===== config.mk =====
export PLATFORM = sky130hd
export DESIGN_NAME = mem_responder
export DESIGN_NICKNAME = d
export VERILOG_FILES = /design/src/rtl/mem_responder_pkg.sv /design/src/rtl/resp_sync2.sv /design/src/rtl/resp_access_timer.sv /design/src/rtl/resp_word_store.sv /design/src/rtl/mem_responder.sv
export SDC_FILE = /design/constraint.sdc
export NUM_CORES = 1
export LEC_CHECK = 0
export BUFFER_PORTS_ARGS = -buffer_cell sky130_fd_sc_hd__buf_2
export CORE_ASPECT_RATIO = 2
export CORE_UTILIZATION = 35
export CTS_CLUSTER_DIAMETER = 30
export DETAILED_ROUTE_END_ITERATION = 16
export PLACE_DENSITY_LB_ADDON = 0.1
export SYNTH_ARGS = -nofsm -noshare
export SYNTH_HDL_FRONTEND = slang
export SYNTH_SLANG_ARGS = --single-unit

===== constraint.sdc =====
create_clock -name clk -period 3.2 [get_ports clk]
set_input_delay 0.48 -clock clk [delete_from_list [all_inputs] [get_ports clk]]
set_output_delay 0.48 -clock clk [all_outputs]
set_load 0.01 [all_outputs]

===== src/rtl/mem_responder_pkg.sv =====
package mem_responder_pkg;

  typedef enum logic [2:0] {
    ST_IDLE  = 3'd0,
    ST_ACK   = 3'd1,
    ST_WAIT  = 3'd2,
    ST_DRIVE = 3'd3,
    ST_DONE  = 3'd4
  } resp_state_e;

  function automatic logic [31:0] word_pattern(input logic [31:0] idx);
    word_pattern = (idx * 32'h9E3779B1) ^ 32'hC3A50000;
  endfunction

endpackage


===== src/rtl/resp_sync2.sv =====
module resp_sync2 #(
  parameter int W = 1
) (
  input  logic         clk,
  input  logic         rst_n,
  input  logic [W-1:0] d_i,
  output logic [W-1:0] q_o
);
  logic [W-1:0] stage1_q;
  logic [W-1:0] stage2_q;

  always_ff @(posedge clk or negedge rst_n) begin
    if (!rst_n) begin
      stage1_q <= '0;
      stage2_q <= '0;
    end else begin
      stage1_q <= d_i;
      stage2_q <= stage1_q;
    end
  end

  assign q_o = stage2_q;
endmodule


===== src/rtl/resp_access_timer.sv =====
module resp_access_timer #(
  parameter int ACCESS_CYC = 25
) (
  input  logic clk,
  input  logic rst_n,
  input  logic start_i,
  output logic done_o
);
  localparam int CNT_W = $clog2(ACCESS_CYC + 1);
  localparam logic [CNT_W-1:0] CNT_LOAD = CNT_W'(ACCESS_CYC);
  localparam logic [CNT_W-1:0] CNT_ONE  = CNT_W'(1);

  logic [CNT_W-1:0] cnt_q, cnt_d;
  logic             done_q, done_d;
  logic             cnt_en;

  always_comb begin
    cnt_en = start_i || (cnt_q != '0);
    cnt_d  = cnt_q;
    done_d = done_q;
    if (start_i) begin
      cnt_d  = CNT_LOAD;
      done_d = 1'b0;
    end else if (cnt_q != '0) begin
      cnt_d  = cnt_q - CNT_ONE;
      done_d = (cnt_q == CNT_ONE);
    end
  end

  always_ff @(posedge clk or negedge rst_n) begin
    if (!rst_n) begin
      cnt_q  <= '0;
      done_q <= 1'b0;
    end else if (cnt_en) begin
      cnt_q  <= cnt_d;
      done_q <= done_d;
    end
  end

  assign done_o = done_q;

  assert_done_after_count_R7: assert property (@(posedge clk) disable iff (!rst_n)
    $rose(done_q) |-> ($past(cnt_q) == CNT_ONE))
    else $error("access finished without counting down");
endmodule


===== src/rtl/resp_word_store.sv =====
module resp_word_store #(
  parameter int WORDS = 64
) (
  input  logic [31:0] addr_i,
  output logic [31:0] word_o
);
  import mem_responder_pkg::*;
  localparam int IDX_W = (WORDS > 1) ? $clog2(WORDS) : 1;

  logic [31:0] rom [WORDS];

  for (genvar g = 0; g < WORDS; g++) begin : g_rom
    assign rom[g] = word_pattern(32'(g));
  end

  logic in_range;
  assign in_range = (addr_i < 32'(WORDS));
  assign word_o   = in_range ? rom[addr_i[IDX_W-1:0]] : 32'h0;
endmodule


===== src/rtl/mem_responder.sv =====
module mem_responder #(
  parameter int WORDS      = 64,
  parameter int ACCESS_CYC = 25
) (
  input  logic        clk,
  input  logic        rst_n,
  input  logic        read_req_i,
  input  logic        ack_i,
  input  logic [31:0] bus_i,
  output logic [31:0] bus_o,
  output logic        bus_oe_o,
  output logic        ack_o,
  output logic        data_rdy_o
);
  import mem_responder_pkg::*;

  logic        req_s, ack_s;
  logic [1:0]  sync_out;
  resp_state_e state_q, state_d;
  logic [31:0] addr_q, data_q, rd_word;
  logic        start_acc, cap_word, acc_done;

  resp_sync2 #(.W(2)) u_sync (
    .clk   (clk),
    .rst_n (rst_n),
    .d_i   ({read_req_i, ack_i}),
    .q_o   (sync_out)
  );
  assign req_s = sync_out[1];
  assign ack_s = sync_out[0];

  resp_access_timer #(.ACCESS_CYC(ACCESS_CYC)) u_timer (
    .clk     (clk),
    .rst_n   (rst_n),
    .start_i (start_acc),
    .done_o  (acc_done)
  );

  resp_word_store #(.WORDS(WORDS)) u_store (
    .addr_i (addr_q),
    .word_o (rd_word)
  );

  always_comb begin
    state_d   = state_q;
    start_acc = 1'b0;
    cap_word  = 1'b0;
    case (state_q)
      ST_IDLE:  if (req_s) begin state_d = ST_ACK; start_acc = 1'b1; end
      ST_ACK:   if (!req_s) state_d = ST_WAIT;
      ST_WAIT:  if (acc_done) begin state_d = ST_DRIVE; cap_word = 1'b1; end
      ST_DRIVE: if (ack_s) state_d = ST_DONE;
      ST_DONE:  if (!ack_s) state_d = ST_IDLE;
      default:  state_d = ST_IDLE;
    endcase
  end

  always_ff @(posedge clk or negedge rst_n) begin
    if (!rst_n) state_q <= ST_IDLE;
    else        state_q <= state_d;
  end

  always_ff @(posedge clk or negedge rst_n) begin
    if (!rst_n)         addr_q <= '0;
    else if (start_acc) addr_q <= bus_i;
  end

  always_ff @(posedge clk or negedge rst_n) begin
    if (!rst_n)        data_q <= '0;
    else if (cap_word) data_q <= rd_word;
  end

  assign ack_o      = (state_q == ST_ACK);
  assign data_rdy_o = (state_q == ST_DRIVE);
  assign bus_oe_o   = (state_q == ST_DRIVE);
  assign bus_o      = bus_oe_o ? data_q : 32'h0;

  assert_ack_on_request_R2: assert property (@(posedge clk) disable iff (!rst_n)
    $rose(ack_o) |-> $past(req_s))
    else $error("ack raised without request");

  assert_ack_held_R3: assert property (@(posedge clk) disable iff (!rst_n)
    $fell(ack_o) |-> !$past(req_s))
    else $error("ack dropped while request high");

  assert_word_stable_R4: assert property (@(posedge clk) disable iff (!rst_n)
    (data_rdy_o && $past(data_rdy_o)) |-> $stable(bus_o))
    else $error("word changed while ready");

  assert_release_on_ack_R5: assert property (@(posedge clk) disable iff (!rst_n)
    $fell(data_rdy_o) |-> $past(ack_s))
    else $error("ready dropped without requester ack");

  assert_ready_after_access_R7: assert property (@(posedge clk) disable iff (!rst_n)
    $rose(data_rdy_o) |-> $past(acc_done))
    else $error("ready raised before access finished");

  assert_idle_gate_R9: assert property (@(posedge clk) disable iff (!rst_n)
    $rose(ack_o) |-> !$past(ack_s))
    else $error("new request served while requester ack high");
endmodule


======== Word-level counts from Yosys, hierarchy flattened ========
Memories as Yosys holds them, arrays and structs flattened.
Cells that the tools add are included.
cells by class
  add/subtract/negate cells ............... 1
  multiply operators ...................... 0
  divide/modulo/power cells ............... 0
  magnitude comparators ................... 2
  equality and inequality tests ........... 10
  shift-type cells ........................ 0
  multiplexer cells ....................... 18
  bitwise operators ....................... 1
  reductions and logical operators ........ 6
operators with widths
  kind                   count
  $mux W32               4
  $lt A32 B7 Y1 const B  1
  $mux W3                5
  $pmux W3 S5            1
  $mux W5                2
  $ge A7 B7 Y1 const B   1
  $not A6 Y7             1
  $eq A3 B2 Y1 const B   2
  $mux W1                6
  $ne A2 B1 Y1 const B   3
  $eq A5 B1 Y1 const B   1
  $reduce_and A5 Y1      1
  $reduce_bool A5 Y1     1
  $sub A5 B1 Y5 const B  1
  $ne A2 B2 Y1 const B   2
  $eq A3 B1 Y1 const B   1
  $eq A3 B3 Y1 const B   1
  $logic_not A3 Y1       1
  $reduce_and A2 Y1      1
  $reduce_bool A2 Y1     1
  $logic_or A1 B1 Y1     1
word-level totals
  flip-flop bits (word level) ............. 77
  latch bits .............................. 0
  bits in writable memories ............... 0
  ROM bits ................................ 2048
  input port bits ......................... 36
  output and inout bits ................... 35
  logic and storage cells ................. 46
  memories kept ........................... 1
memories
  memory           depth  bits a word  read ports  clocked after memory_dff  wr ports  line                   source
  (no name shown)  64     32           1           0                         0         resp_word_store.sv:18  assign word_o = in_range ? rom[addr_i[IDX_W-1:0]] : 32'h0;

======== Logic depth before layout (Yosys ltp) ========
  word-level depth ........................ 5
  gate-level depth with buffers ........... 10
  depth with buffers taken out ............ 7

======== Cells and area by module ========
From an unflattened synthesis, not the netlist that was laid out.
second synthesis, totals
  cell total of the unflattened synthesis .. 630
  area total of the unflattened synthesis .. 5830.6 um2
by module, submodules not included
  module             instances  cells each  area each (um2)  sequential area each (um2)
  mem_responder      1          189         2922.8           1676.6
  resp_word_store    1          410         2499.9           0.0
  resp_access_timer  1          27          307.8            150.1
  resp_sync2         1          4           100.1            100.1

======== Least setup slack after synthesis ========
OpenSTA, ideal clock, no wires.
  kind .................................... reg-to-reg
  start ................................... reg addr_q[1]
  end ..................................... reg data_q[11]
  library setup time ...................... 0.132 ns
  arrival ................................. 2.308 ns
  required time ........................... 3.068 ns
  setup slack ............................. 0.759 ns
  cell stages (with the launch flop) ...... 8
  path buffers ............................ 2
  clock period less this slack ............ 2.441 ns
  path through ............................ dfrtp_1 clkbuf_1 inv_1 ha_1 buf_2 mux4_2 a2111oi_0 o31ai_1
on the way
  longest elaborated chain between the ends .. 5
  elaborated cells between the ends (all ways) .. 6
  those cells by class .................... 1 x order compare; 3 x mux; 1 x bitwise; 1 x memory
RTL lines
  what                                          line                   source
  from (decl)                                   mem_responder.sv:20    logic [31:0] addr_q, data_q, rd_word;
  from (signal assigned)                        mem_responder.sv:65    else if (start_acc) addr_q <= bus_i;
  $not A6 Y7 (implied by the code)              resp_word_store.sv:18
  $mem_v2 Z64 W32                               n/a
  $mux W32 (implied by the code) (2 in series)  resp_word_store.sv:18
  $mux W32 *                                    resp_word_store.sv:18
  to (signal assigned)                          mem_responder.sv:70    else if (cap_word) data_q <= rd_word;
  to (decl)                                     mem_responder.sv:20
Every way passes the cells marked *; elsewhere a longest branch is shown, timed or not. The select of a mux whose other input is x is not followed.
A chain may end at the register's enable or synchronous reset.

======== Worst setup path in the final report ========
  start ................................... reg addr_q[0]
  end ..................................... reg data_q[8]
Same word-level chain as after synthesis.

==> impl_metrics.toml <==
[grt]
grt_max_degree = 77
track_usage = 0.2331
grt_first_pass_wirelength_mm = 29.36
grt_pass1_vias = 5159
grt_overflow = 0
grt_antenna_before_repair = 1

[clock_network]
post_cts_buffers = 0
tritoncts = "yes"
cts_root_buf = "clkbuf_16"
htreeDepth = 3
numCtsBuffers = 9
ctsHoldBuffers = 0
cts_sinks = 77
postCtsResizedCells = 0
cts.clk_slew.worst_paths_ps = 60
max-clock-path-buffers = 2
clkLatencyLatePin_ps = 340

[yosys]
netlist.area_leader.share = 0.3422
synth_seq_cells = 77
synth_common_cells = "77 x dfrtp_1, 61 x nand2_1, 41 x nor2_1, 41 x o21ai_0"
synth_edf_count = 0
synthTopCellsByArea = "dfrtp_1 34%, mux2_2 5.2%, nand2_1 4.1%, and2_1 3.7%, o21ai_0 3.6%"
synth_most_common_cell = "dfrtp_1"
syn_area_mm2 = 0.005630
synth_area_leader_cell = "dfrtp_1"
synthArstFlopShare = 1.000
syn_nets = 694
syn-instance-count = 643
synth.yosys.seq_area_share = 0.3422
synth_warnings = 0
syn_area_per_cell_um2 = 8.756
synthFlopType = "dfrtp_1"
synth.distinct_cells = 71

[setup_path]
endpoint_kind = "flop"
worst-r2r-cell-count = 7
reg2reg_to = "data_q[8]"
crit_chain = "buf_4 -> ha_1 -> nor2_1 -> a31o_2 -> a2111oi_0 -> a31oi_1 -> o21ai_2"
cp.required_ps = 3470
cp.arrival_ps = 2740
r2r_start = "addr_q[0]"
crit_family = "compound AO/OA/AOI/OAI gates"
slowest_delay_ps = 550
worst-path-buf-inv = 1
worst-setup-path-type = "reg -> reg"
critPathMaxFanout = 20
crit_path_start_kind = "flop"
ff2ff_setup_slack_ps = 730
cp_slowest_cell = "a2111oi_0"

[sta]
worst_pin_slew_ps = 711.5
hold_ws_ps = 155.7
max_freq_ghz = 0.4056
rsz0062_at_grt = "no"
setup_viol = 0
hold_viol_final = 0
setup-tns-final_ps = 0
period_share = 0.7704
slew_headroom = 0.5257
min_period_ps = 2465
clock_skew_ps = 9.172
drv_slew = 0

[power]
powerDensity_mw_per_mm2 = 1090
pwr-share-seq = 0.225
vdd_drop_max_uv = 338.3
combPwrFrac = 0.607
netSwitchingFraction = 0.4846
internal_power_uw = 3615
p_leak_uw = 0.002814
p_clk_frac = 0.169
p_switching_uw = 3399

[floorplan]
start_util = 0.3569
die-area_mm2 = 0.01663
num_rows = 65
dieWidth_um = 91.69
ioPinCount = 71
coreArea_mm2 = 0.01578
die_y_um = 181.4

[placed_design]
place_congestion = 0.9375
portBuffers = 70
place_hpwl_mm = 13.62

[route]
avgViaCountPerCell = 5.950
ant_nets = 0
routed_wl_mm = 18.86
wl_per_cell_um = 21.38
firstDrtPassIters = 5
route.detailed.drc = 0
vias = 5248
drt_iter0_markers = 415

[layout]
diodes = 0
areaGrowthSynthToFinish_pct = 14.29
fillCellCount = 1624
final_nets = 728
layout-drive-gt1-share = 0.2364

[run_status]
status = "finished clean"

[worst_hold_path]
min_path_type = "in -> async"

[run]
max-cap-violations = 0
==> power by group through the flow <==
| stage | registers (uW) | clock network (uW) | logic [uW] |
|---|---|---|---|
| after floorplan | 1370 | 0 | 3240 |
| after global placement | 1580 | 0 | 4230 |
| after detailed placement | 1590 | 0 | 4190 |
| after CTS | 1580 | 1210 | 4200 |
| after global routing | 1620 | 1250 | 4600 |
| final | 1580 | 1180 | 4260 |
==> kinds of logic (layout without fill, tap and decap cells) <==
| logic type | after synthesis | in the layout | synth area share |
|---|---|---|---|
| simple gates | 213 | 213 | 0.1962 |
| buf+inv | 85 | 123 | 0.06956 |
| mux | 44 | 44 | 0.09533 |
| flops | 77 | 77 | 0.3422 |
| fa+ha+maj | 16 | 16 | 0.03511 |
| compound gates | 197 | 197 | 0.2444 |
| xor+xnor | 11 | 11 | 0.01711 |
==> layout make-up <==
class                      instances  area [um^2]  area share
inverter                          16        60.06    0.009333
sequential                        77         1931      0.3000
multi-input combinational        481         3312      0.5147
clock buffer                       9        225.2     0.03500
clock inverter                     6        112.6     0.01750
tap                              201        251.5     0.03908
timing repair buffer              92        543.0     0.08439
==> layer usage <==
metal,vias up,global-route usage,share of wire
li1,2404,-,-
met1,2541,0.2508,0.37
met2,253,0.4205,0.52
met3,50,0.03099,0.052
met4,0,0.1492,0.056
met5,-,0,0
==> through the flow <==
stage               cells  area (um^2)  total power, uW    util  setup WS (ps)
detailed placement    867         6097             5784  0.3864          816.9
CTS                   882         6435             6995  0.4079          790.6
floorplan             643         5630             4618       -          759.1
global route          882         6435             7471  0.4079          605.7
finish                882         6435             7015  0.4079          734.7
global placement      867         6097             5807  0.3864          763.2
==> cells in the final DEF, fill, tap and decap left out, drive strengths merged, types with 15 or more instances in the layout <==
master	count
nand2	61
inv	15
o21ai	54
a21oi	34
ha	15
dfrtp	77
nor2	43
and2	33
buf	92
nand2b	19
mux2	27
==> worst max path at each step <==
stage                    from          to  cells past startpoint  slack, ps
floorplan           addr_q[1]  data_q[11]                      7        760
CTS                 addr_q[0]   data_q[8]                      7        790
detailed placement  addr_q[0]   data_q[8]                      7        820
global placement    addr_q[0]   data_q[8]                      7        760
finish              addr_q[0]   data_q[8]                      7        730
global route        addr_q[1]   data_q[7]                      8        610
==> sequential cells by signal, indices dropped and copies added, names as in the netlist <==
signal,count
data_q,32
u_timer.cnt_q,5
u_sync.q_o,2
state_q,3
addr_q,32
u_sync.stage1_q,2
u_timer.done_o,1
Note: power is estimated with default switching activity, not from simulation.
